File: config.mk
export PLATFORM = sky130hd
export DESIGN_NAME = seclock_ctrl
export DESIGN_NICKNAME = d
export VERILOG_FILES = /design/src/rtl/seclock_pkg.sv /design/src/rtl/tamper_filter.sv /design/src/rtl/wipe_seq.sv /design/src/rtl/seclock_ctrl.sv
export SDC_FILE = /design/constraint.sdc
export NUM_CORES = 1
export LEC_CHECK = 0
export BUFFER_PORTS_ARGS = -buffer_cell sky130_fd_sc_hd__buf_2
export CAP_MARGIN = 20
export CORE_AREA = 3 3 215 217
export DETAILED_ROUTE_END_ITERATION = 10
export DIE_AREA = 0 0 218 220
export GPL_TIMING_DRIVEN = 0
export MAX_ROUTING_LAYER = met4
export PLACE_DENSITY = 0.83
export SLEW_MARGIN = 30
export SYNTH_ARGS = -nofsm -noshare
export SYNTH_HDL_FRONTEND = slang
export SYNTH_SLANG_ARGS = --single-unit
File: constraint.sdc
create_clock -name clk -period 2.42 [get_ports clk]
set_input_delay 0.363 -clock clk [delete_from_list [all_inputs] [get_ports clk]]
set_output_delay 0.363 -clock clk [all_outputs]
set_load 0.03 [all_outputs]
File: src/rtl/seclock_pkg.sv
package seclock_pkg;

  typedef enum logic [1:0] {
    SQ_IDLE   = 2'd0,
    SQ_PWROFF = 2'd1,
    SQ_WIPE   = 2'd2,
    SQ_RELOAD = 2'd3
  } seq_state_e;

  // Run length at which a tamper pulse counts as real: midway in the band.
  function automatic int unsigned trip_point(int unsigned rej, int unsigned acc);
    return (rej + acc) / 2;
  endfunction

  // Bits needed to hold values 0..n.
  function automatic int unsigned count_bits(int unsigned n);
    return (n < 2) ? 1 : $clog2(n + 1);
  endfunction

endpackage

File: src/rtl/tamper_filter.sv
module tamper_filter
  import seclock_pkg::*;
#(
  parameter int unsigned REJECT_CYC = 500,
  parameter int unsigned ACCEPT_CYC = 2500
) (
  input  logic clk,
  input  logic rst_n,
  input  logic pin_raw,
  output logic hit
);
  localparam int unsigned TRIP = trip_point(REJECT_CYC, ACCEPT_CYC);
  localparam int unsigned CW   = count_bits(TRIP);
  localparam logic [CW-1:0] TRIP_V = CW'(TRIP);
  localparam logic [CW-1:0] LAST_V = CW'(TRIP - 1);

  logic [1:0]    sync_q;
  logic [CW-1:0] run_q;

  always_ff @(posedge clk or negedge rst_n) begin
    if (!rst_n) begin
      sync_q <= '0;
      run_q  <= '0;
    end else begin
      sync_q <= {sync_q[0], pin_raw};
      if (!sync_q[1])
        run_q <= '0;
      else if (run_q != TRIP_V)
        run_q <= run_q + 1'b1;
    end
  end

  assign hit = sync_q[1] && (run_q == LAST_V);

endmodule

File: src/rtl/wipe_seq.sv
module wipe_seq
  import seclock_pkg::*;
#(
  parameter int unsigned RAM_DEPTH   = 32768,
  parameter int unsigned PWR_OFF_CYC = 64,
  parameter int unsigned RAM_AW      = 15
) (
  input  logic              clk,
  input  logic              rst_n,
  input  logic              kick,
  input  logic              kick_tamper,
  input  logic              ram_wr_ack,
  output logic              busy,
  output logic              mem_pwr_en,
  output logic              ram_wr_req,
  output logic [RAM_AW-1:0] ram_addr,
  output logic              reload
);
  localparam int unsigned PW = count_bits(PWR_OFF_CYC);
  localparam logic [PW-1:0]     POFF_LAST = PW'(PWR_OFF_CYC - 1);
  localparam logic [RAM_AW-1:0] ADDR_LAST = RAM_AW'(RAM_DEPTH - 1);

  seq_state_e        state_q;
  logic [RAM_AW-1:0] addr_q;
  logic [PW-1:0]     pcnt_q;

  always_ff @(posedge clk or negedge rst_n) begin
    if (!rst_n) begin
      state_q <= SQ_IDLE;
      addr_q  <= '0;
      pcnt_q  <= '0;
    end else begin
      case (state_q)
        SQ_IDLE: if (kick) begin
          state_q <= kick_tamper ? SQ_PWROFF : SQ_WIPE;
          addr_q  <= '0;
          pcnt_q  <= '0;
        end
        SQ_PWROFF: begin
          if (pcnt_q == POFF_LAST) state_q <= SQ_WIPE;
          else                     pcnt_q  <= pcnt_q + 1'b1;
        end
        SQ_WIPE: if (ram_wr_ack) begin
          if (addr_q == ADDR_LAST) state_q <= SQ_RELOAD;
          else                     addr_q  <= addr_q + 1'b1;
        end
        SQ_RELOAD: state_q <= SQ_IDLE;
        default:   state_q <= SQ_IDLE;
      endcase
    end
  end

  assign busy       = (state_q != SQ_IDLE);
  assign mem_pwr_en = (state_q != SQ_PWROFF);
  assign ram_wr_req = (state_q == SQ_WIPE);
  assign ram_addr   = addr_q;
  assign reload     = (state_q == SQ_RELOAD);

endmodule

File: src/rtl/seclock_ctrl.sv
module seclock_ctrl
  import seclock_pkg::*;
#(
  parameter int unsigned KEY_W       = 64,
  parameter int unsigned VEC_BYTES   = 48,
  parameter int unsigned RAM_DEPTH   = 32768,
  parameter int unsigned REJECT_CYC  = 500,
  parameter int unsigned ACCEPT_CYC  = 2500,
  parameter int unsigned PWR_OFF_CYC = 64,
  parameter int unsigned VEC_AW      = $clog2(VEC_BYTES),
  parameter int unsigned RAM_AW      = $clog2(RAM_DEPTH)
) (
  input  logic              clk,
  input  logic              rst_n,
  input  logic              cmd_lock_set,
  input  logic              cmd_lock_clr,
  input  logic              tamper_pin,
  input  logic [KEY_W-1:0]  rng_word,
  input  logic              ld_req,
  output logic              ld_ok,
  output logic              ld_deny,
  input  logic              vec_we,
  input  logic [VEC_AW-1:0] vec_waddr,
  input  logic [7:0]        vec_wdata,
  input  logic [VEC_AW-1:0] vec_raddr,
  output logic [7:0]        vec_rdata,
  output logic              ram_wr_req,
  output logic [RAM_AW-1:0] ram_addr,
  output logic [7:0]        ram_wdata,
  input  logic              ram_wr_ack,
  output logic              mem_pwr_en,
  output logic              lock_o,
  output logic              busy_o,
  output logic [KEY_W-1:0]  key_o
);
  // Named internal events, visible to the bound checker.
  logic tamp_hit;
  logic seq_busy;
  logic wipe_start;
  logic wipe_reload;
  logic lock_arm;
  logic vec_wr_ok;

  logic             lock_q;
  logic [KEY_W-1:0] key_q;
  logic [7:0]       vec_mem [VEC_BYTES];

  tamper_filter #(
    .REJECT_CYC(REJECT_CYC),
    .ACCEPT_CYC(ACCEPT_CYC)
  ) u_filter (
    .clk    (clk),
    .rst_n  (rst_n),
    .pin_raw(tamper_pin),
    .hit    (tamp_hit)
  );

  assign wipe_start = !seq_busy && (cmd_lock_clr || tamp_hit);
  assign lock_arm   = !seq_busy && cmd_lock_set && !wipe_start;
  assign vec_wr_ok  = vec_we && !lock_q && !seq_busy && (int'(vec_waddr) < VEC_BYTES);

  wipe_seq #(
    .RAM_DEPTH  (RAM_DEPTH),
    .PWR_OFF_CYC(PWR_OFF_CYC),
    .RAM_AW     (RAM_AW)
  ) u_seq (
    .clk        (clk),
    .rst_n      (rst_n),
    .kick       (wipe_start),
    .kick_tamper(tamp_hit),
    .ram_wr_ack (ram_wr_ack),
    .busy       (seq_busy),
    .mem_pwr_en (mem_pwr_en),
    .ram_wr_req (ram_wr_req),
    .ram_addr   (ram_addr),
    .reload     (wipe_reload)
  );

  always_ff @(posedge clk or negedge rst_n) begin
    if (!rst_n) begin
      lock_q <= 1'b0;
      key_q  <= '0;
    end else begin
      if (wipe_start)    lock_q <= 1'b0;
      else if (lock_arm) lock_q <= 1'b1;

      if (wipe_start)       key_q <= '0;
      else if (wipe_reload) key_q <= rng_word;
    end
  end

  for (genvar g = 0; g < VEC_BYTES; g++) begin : g_vec
    always_ff @(posedge clk or negedge rst_n) begin
      if (!rst_n)
        vec_mem[g] <= '0;
      else if (wipe_start)
        vec_mem[g] <= '0;
      else if (vec_wr_ok && (vec_waddr == VEC_AW'(g)))
        vec_mem[g] <= vec_wdata;
    end
  end

  assign vec_rdata = (int'(vec_raddr) < VEC_BYTES) ? vec_mem[vec_raddr] : 8'h00;
  assign ld_ok     = ld_req && !lock_q && !seq_busy;
  assign ld_deny   = ld_req && (lock_q || seq_busy);
  assign ram_wdata = 8'h00;
  assign lock_o    = lock_q;
  assign busy_o    = seq_busy;
  assign key_o     = key_q;

endmodule


[Word-level counts from Yosys, hierarchy flattened]
Index checks and enable logic that the tools add are counted.
Storage, ports and cells
  register bits: 486
  latch bits: 0
  RAM bits: 0
  ROM bits: 0
  bits of input ports: 92
  word-level logic and storage cells: 364
  memories: 0
Operators by class
  $add $sub $neg: 3
  $mul: 0
  div/mod/pow operators: 0
  magnitude comparators: 3
  equal/unequal tests: 62
  shifts and indexed selects: 0
  muxes and demuxes: 119
  bitwise logic cells: 1
  reductions and logical operators: 121
Operators by type and width (count)
  $mux W8: 99
  $mux W64: 2
  $reduce_bool A2 Y1: 53
  $eq A6 B5 Y1 const B: 16
  $eq A6 B6 Y1 const B: 16
  $logic_and A1 B1 Y1: 58
  $bmux W8 S6: 1
  $eq A6 B4 Y1 const B: 8
  $mux W15: 3
  $pmux W15 S2: 1
  $eq A6 B3 Y1 const B: 4
  $mux W11: 2
  $add A15 B1 Y15 const B: 1
  $eq A15 B15 Y1 const B: 1
  $mux W7: 2
  $pmux W7 S2: 1
  $eq A6 B2 Y1 const B: 2
  $lt A6 B6 Y1 const B: 2
  $add A11 B1 Y11 const B: 1
  $eq A11 B11 Y1 const B: 1
  $ne A11 B11 Y1 const B: 1
  $mux W2: 5
  $ne A2 B1 Y1 const B: 4
  $ne A2 B2 Y1 const B: 4
  other kinds (15): 21

[Longest topological paths before layout]
Gate-level depths: netlist of the first run.
  word-level depth: 8
  gate-level depth with buffers: 9
  depth with buffers taken out: 7

[Modules after synthesis]
Synthesis of the first run repeated with hierarchy kept, for this count alone.
Second synthesis, totals
  cells, all modules: 2476
  area, all modules: 23978.0 um2
Modules (own cells, without submodules)
  seclock_ctrl: times used 1, cells an instance 2240, area each 21785.9 um2, sequential area each 11235.8 um2
  wipe_seq: times used 1, cells an instance 167, area each 1510.2 um2, sequential area each 600.6 um2
  tamper_filter: times used 1, cells an instance 69, area each 681.9 um2, sequential area each 325.3 um2

[Worst setup path after synthesis of the first run]
OpenSTA, ideal clock, no wires.
  kind: input -> output
  start: in vec_raddr[0]
  end: out vec_rdata[4]
  arrival time: 2604 ps
  slack: -547 ps
  cell stages on the path: 8
  cells stage by stage: buf_2 buf_4 buf_4 buf_4 mux2i_1 a22oi_1 a211oi_1 o41ai_1
On the way
  cells in the longest elaborated chain, start to end: 5
  elaborated cells on any way between the ends: 6
  those cells by class: order compare (1); mux (4); bitwise (1)
RTL lines
  start, declared: RTL line seclock_ctrl.sv:25  | input logic [VEC_AW-1:0] vec_raddr,
  $not A6 Y7 (not written as such): RTL line seclock_ctrl.sv:103  | assign vec_rdata = (int'(vec_raddr) < VEC_BYTES) ? vec_mem[vec_raddr] : 8'h00;
  $bmux W8 S6: RTL line seclock_ctrl.sv:103
  $mux W8 (not written as such) (2 in series): RTL line seclock_ctrl.sv:103
  $mux W8 *: RTL line seclock_ctrl.sv:103
  end, declared: RTL line seclock_ctrl.sv:26  | output logic [7:0] vec_rdata,
Every way passes the cells marked *; elsewhere a longest branch is shown, timed or not. The select of a mux whose other input is x is not followed.

[Worst setup path in the final report of the first run]
  start: reg vec_mem[99] in the netlist's numbering
  end: out vec_rdata[3]
On the way
  cells in the longest elaborated chain, start to end: 4
RTL lines
  start, declared: RTL line seclock_ctrl.sv:46  | logic [7:0] vec_mem [VEC_BYTES];
  start signal, assigned by index: RTL line seclock_ctrl.sv:99  | vec_mem[g] <= vec_wdata;
  $bmux W8 S6: RTL line seclock_ctrl.sv:103
  $mux W8 (not written as such) (2 in series): RTL line seclock_ctrl.sv:103
  $mux W8: RTL line seclock_ctrl.sv:103
No other way between the ends. The select of a mux whose other input is x is not followed.

==> results of run 1 <==
area by class of cell:
class,count,area [um2],share of cell area
Sequential cell,486,12200,0.415
Multi-Input combinational cell,1665,11600,0.396
Timing Repair Buffer,240,1790,0.0612
Clock buffer,78,1480,0.0505
Buffer,205,1270,0.0433
Tap cell,592,741,0.0253
Clock inverter,16,204,0.00696
Inverter,11,42.5,0.00145
Antenna cell,1,2.50,0.0000854
per-stage QoR:
| step | cell area [um2] | hold WS [ns] | setup slack (ns) | setup TNS (ns) | power [mW] |
|---|---|---|---|---|---|
| floorplan | 24400 | 0.0674 | 0.0116 | 0 | 13.1 |
| global placement | 26000 | 0.336 | -8.54 | -4280.14 | 14.8 |
| detailed placement | 26200 | 0.336 | -1.21 | -191.28 | 15.0 |
| CTS | 29000 | -0.263 | -0.456 | -3.11 | 23.2 |
| global route | 29300 | -0.242 | -0.497 | -5.38 | 24.2 |
| finish | 29300 | -0.312 | -0.481 | -3.26 | 23.4 |
metal layers:
layer | vias up | GRT usage
met2 | 1534 | 0.528
met4 | 0 | 0.194
li1 | 8931 | -
met1 | 10400 | 0.446
met3 | 354 | 0.0774
met5 | - | -
flip-flops by register name, summed over array words and instances (netlist names):
name and count:
u_seq.state_q 2, lock_o 1, u_filter.run_q 11, u_seq.ram_addr 15, u_seq.pcnt_q 7, key_o 64, vec_mem 384, u_filter.sync_q 2
power breakdown:
part / internal, mW / switching, mW
logic: 1.86 / 4.19
registers: 8.84 / 0.516
clock network: 4.55 / 3.46
total: 15.3 / 8.16
repair_timing:
item	in CTS	in global routing
endpoints found under the setup margin	467	428
resized for setup	163	59
hold endpoints to repair	118	80
pin swaps	24	21
setup buffers	20	8
cells in the mapped netlist (all sizes together) (3+ instances only):
library cell  count  share of area
buf             102          0.025
xor2              9         0.0032
nor3b             6         0.0019
nand2           316          0.049
o21ai            15         0.0031
nor2            225          0.043
and4              7         0.0025
o41ai             5         0.0018
nor2b            11         0.0028
xnor2             3         0.0011
nand4            13         0.0034
a32oi             6         0.0022
and3             18         0.0046
a31oi            11         0.0035
a311oi            5         0.0018
ha                8         0.0041
dfrtp           486           0.50
clkbuf          103          0.016
or3              11         0.0028
a21oi           273          0.056
nor3             17         0.0089
mux2              4         0.0019
nand2b           11         0.0028
mux4             70          0.065
nor4              9         0.0063
a211oi           11         0.0034
and2             10         0.0026
inv              10         0.0015
a22oi            24         0.0074
nand3           279          0.058
o211ai            7         0.0022
o31ai             3        0.00093
mux2i           245           0.10
nand3b            3         0.0011
or4               7         0.0023
critical path, cell delays in order (launching register included):
cell and delay [ns]:
dfrtp_1 0.40, mux4_2 0.52, mux2_2 0.30, o211ai_1 0.21, nand4_1 0.26, buf_6 0.23
final timing paths:
check	start	slack (ns)	endpoint	depth (start not counted)
setup / recovery	vec_mem[99]	-0.48	vec_rdata[3]	5
max in group asynchronous	rst_n	0.75	vec_mem[268]	5
setup reg to reg	u_filter.run_q[0]	0.07	vec_mem[213]	8
hold / removal	rst_n	-0.31	key_o[20]	1
hold reg to reg	u_filter.sync_q[0]	0.35	u_filter.sync_q[1]	0
min in group clk	rng_word[21]	0.02	key_o[21]	3
kinds of logic (layout without fill, tap and decap cells):
kind of cell,count (synthesis),count (layout),share of synthesized area
other cells,1,9,0.000155
xor+xnor,12,12,0.00433
buf+inv,216,550,0.0421
simple gates,948,948,0.193
fa+ha+maj,8,8,0.00413
mux,319,319,0.168
compound gates,370,370,0.0868
flops,486,486,0.501
==> out/results.ini, run 1 <==
[finish]
syn2layout_area_growth_pct=20.7
n_fill_cell=3260
final_common_cell=dfrtp_1
layout.cells.non_filler=3294
fin_nets=2760
post-route-util=0.661
drive_gt1_frac=0.248
layout_common_cells=dfrtp_1 (486), nand2_1 (294), nand3_1 (279)

[route]
post-route-drc-count=0
firstDrtPassIters=9
wl_met3_um=9190
ant_nets=0
wl_met2_um=37500
routedWlPerCell_um=25.1
routed.top_layer=met4
wl_um=82500
drt_iter0_markers=2734
wl_met1_um=30400
viasPerCell=6.45
dr_total_vias=21200

[timing]
rsz0062_at_grt=true
skew_ns=0.0199
finalCritPeriodShare=1.20
finalHoldViolations=80
slew_headroom=0.297
worst_slack_ns=-0.481
worst_slew_pin_slew_ns=1.05
finalMaxSlewViolations=0
min_period_ns=2.90
hold_ws_ns=-0.312
finalSetupViolCount=9
fmax_ghz=0.345

[status]
status=complete, but fails checks
violations=hold timing, setup timing

[clock_network]
cts_buffers=51
clock_latency_ns=0.62
numClockSinks=486
path_clk_slew_ns=0.06
cts_max_level=2
root_buffer=clkbuf_16
cts_buffer_depth=3
cts_tree=built
hold_buffers=38

[yosys]
synth-seq-area-share=0.501
synth_top_flop_cell=dfrtp_1
ys_ff_latch=486
avgSynthCellArea_um2=10.3
synthCells=2360
synthArstFlopShare=1.00
synth_cell_types=63
synth_edf_count=0
netlist_area_um2=24300
yosys_warnings=0

[global_route]
grtUsageTotal=0.351
grt_max_degree=91
grt_pass1_vias=21500
overflow=0
antenna_found_initial=1
grt_pass1_wl_um=125000

[placed_design]
gp_congestion=1.11
dpl.hpwl_um=56000
dp.cells=3133
portBuffers=169

[critical_path]
path_class=reg -> out
critPathLaunchType=flip-flop
critPathMaxFanout=2
worstPathArrival_ns=2.54
cp.required_ns=2.06
end_kind=primary output

[floorplanning]
core_area_um2=44300
fp.dieH_um=220
die_area_um2=48000
initial_utilization=0.547
rows=77
dieWidth_um=218
boundaryPins=193

[power_and_ir_drop]
vdd_drop_max_uv=790
power.density_nw_per_um2=800
p_leak_nw=12.9

[job]
maxCapViolCount=0

[min_path]
hold_class=in -> async

No activity file was read; power rests on OpenSTA's default activity.
==> run 2: changes to the inputs <==
--- a/config.mk
+++ b/config.mk
@@ -13,6 +13,7 @@
 export GPL_TIMING_DRIVEN = 0
 export MAX_ROUTING_LAYER = met4
 export PLACE_DENSITY = 0.83
+export REMOVE_ABC_BUFFERS = 1
 export SLEW_MARGIN = 30
 export SYNTH_ARGS = -nofsm -noshare
 export SYNTH_HDL_FRONTEND = slang
==> out/results.ini, run 2 (synthesized netlist as in run 1, its figures left out) <==
[status]
status=complete, but fails checks  ; unchanged
violations=setup timing  ; was hold timing, setup timing

[global_route]
grt_pass1_wl_um=113000  ; was 125,000 um
grt_max_degree=93  ; was 91
grtUsageTotal=0.306  ; was 0.351
grt_pass1_vias=20800  ; was 21,500
overflow=0  ; unchanged
antenna_found_initial=0  ; was 1

[timing]
skew_ns=0.0259  ; was 0.0199 ns
slew_headroom=0.310  ; was 0.297
worst_slack_ns=-0.563  ; was -0.481 ns
finalMaxSlewViolations=0  ; unchanged
rsz0062_at_grt=true  ; unchanged
fmax_ghz=0.335  ; was 0.345 GHz
hold_ws_ns=0.0290  ; was -0.312 ns
min_period_ns=2.98  ; was 2.90 ns
finalHoldViolations=0  ; was 80
finalCritPeriodShare=1.23  ; was 1.20
worst_slew_pin_slew_ns=1.03  ; was 1.05 ns
finalSetupViolCount=24  ; was 9

[route]
dr_total_vias=20900  ; was 21,200
viasPerCell=6.58  ; was 6.45
drt_iter0_markers=3089  ; was 2,734
routedWlPerCell_um=23.7  ; was 25.1 um
firstDrtPassIters=6  ; was 9
ant_nets=0  ; unchanged
wl_um=75100  ; was 82,500 um
post-route-drc-count=0  ; unchanged

[critical_path]
r2r_start=u_seq.state_q[0]  ; was u_filter.run_q[0]
rr_worst_depth=9  ; was 8
cp.required_ns=2.06  ; about the same
end_kind=primary output  ; unchanged
critPathLaunchType=input pin  ; was flip-flop
path_class=in -> out  ; was reg -> out
critPathMaxFanout=18  ; was 2
r2r_setup_slack_ns=-0.05  ; was 0.07 ns
regToRegEndpoint=vec_mem[360]  ; was vec_mem[213]
worstPathArrival_ns=2.62  ; was 2.54 ns

[finish]
layout.cells.non_filler=3172  ; was 3,294
final_common_cell=dfrtp_1  ; unchanged
layout_common_cells=dfrtp_1 (486), nand2_1 (298), nand3_1 (279)  ; was dfrtp_1 (486), nand2_1 (294), nand3_1 (279)
drive_gt1_frac=0.242  ; was 0.248
n_fill_cell=3009  ; was 3,260
fin_nets=2636  ; was 2,760
largest_register_ffs=384  ; unchanged
post-route-util=0.661  ; about the same
syn2layout_area_growth_pct=20.8  ; was 20.7%
regMostFlops=vec_mem  ; unchanged

[min_path]
min_from=rng_word[59]
min_to=key_o[59]
hold_class=in -> reg  ; was in -> async
worstHoldPathCells=3

[clock_network]
cts_buffer_depth=3  ; unchanged
numClockSinks=486  ; unchanged
root_buffer=clkbuf_16  ; unchanged
clock_latency_ns=0.62  ; about the same
path_clk_slew_ns=0.06  ; about the same
cts_tree=built  ; unchanged
cts_buffers=52  ; was 51
cts_max_level=2  ; unchanged

[floorplanning]
initial_utilization=0.547  ; unchanged
die_area_um2=48000  ; unchanged
fp.dieH_um=220  ; unchanged
dieWidth_um=218  ; unchanged
core_area_um2=44300  ; unchanged
rows=77  ; unchanged
boundaryPins=193  ; unchanged

[placed_design]
dp_slack_ns=-1.28  ; was -1.21 ns
dpl.hpwl_um=41800  ; was 56,000 um
dp.cells=2988  ; was 3,133
gp_congestion=0.969  ; was 1.11
portBuffers=184  ; was 169

[power_and_ir_drop]
p_sw_mw=7.86  ; was 8.16 mW
p_int_mw=15.8  ; was 15.3 mW
switching_share=0.333  ; was 0.348
power.density_nw_per_um2=806  ; was 800 nW/um2
p_comb_frac=0.251  ; was 0.258
totalPowerFinal_mw=23.6  ; was 23.4 mW
clkPwrFrac=0.355  ; was 0.342
p_leak_nw=12.8  ; was 12.9 nW
seqPwrFrac=0.394  ; was 0.400
vdd_drop_max_uv=944  ; was 790 uV

[job]
maxCapViolCount=0  ; unchanged

## run 2: stage by stage
step | cell area (um2) | setup TNS, ns
after floorplan | 23300 | -3617.54
after global placement | 25000 | -9740.26
after detailed placement | 25800 | -281.63
after CTS | 28700 | -3.17
after global routing | 29300 | -5.18
final | 29300 | -4.15
## run 2: area by class of cell
class / instances / area [um2] / area share
diodes: 1 / 2.50 / 0.0000854
clock buffers: 82 / 1570 / 0.0534
clock inverters: 15 / 225 / 0.00768
inverters: 11 / 43.8 / 0.00149
multi-input cells: 1666 / 11600 / 0.396
flip-flops and latches: 486 / 12200 / 0.415
well taps: 592 / 741 / 0.0253
repair buffers: 319 / 2960 / 0.101
## run 2: worst max-delay path by stage
stage / from / to / slack (ns) / depth (start not counted)
6_report: vec_raddr[0] / vec_rdata[0] / -0.56 / 8
5_1_grt: vec_mem[272] / vec_rdata[0] / -0.65 / 6
4_1_cts: vec_mem[256] / vec_rdata[0] / -0.45 / 6
3_5_place_dp: u_seq.state_q[0] / vec_mem[113] / -1.28 / 15
3_3_place_gp: u_seq.state_q[0] / vec_mem[88] / -14.07 / 7
2_1_floorplan: u_seq.state_q[0] / vec_mem[128] / -8.41 / 7
## run 2: timing repair
item,in CTS,in global routing
setup endpoints to repair,466,275
pin swaps,21,22
cloned,5,4
buffers inserted,30,21
gates resized for setup,89,56
endpoints found under the hold margin,203,0
hold buffers,32,0
## run 2: layer usage
layer	GRT usage	vias up	wire (um)
met5	-	-	0
met4	0.138	0	4120
met3	0.0655	338	7690
met2	0.483	1467	35800
met1	0.382	10400	27500
li1	-	8706	-
## run 2: critical path, cell delays in order
cell	delay (ns)
buf_16	0.17
buf_16	0.17
nor2b_1	0.76
a22oi_1	0.31
nand3_1	0.14
o21ai_0	0.10
or3_4	0.43
buf_6	0.15
## run 2: power by group through the flow
stage | clock network, mW | logic, mW | registers (mW)
2_1_floorplan | 0 | 2.22 | 10.3
3_3_place_gp | 0 | 4.63 | 9.35
3_5_place_dp | 0 | 5.36 | 9.39
6_report | 8.39 | 5.92 | 9.31
5_1_grt | 8.81 | 6.29 | 9.38
4_1_cts | 8.42 | 5.62 | 9.28
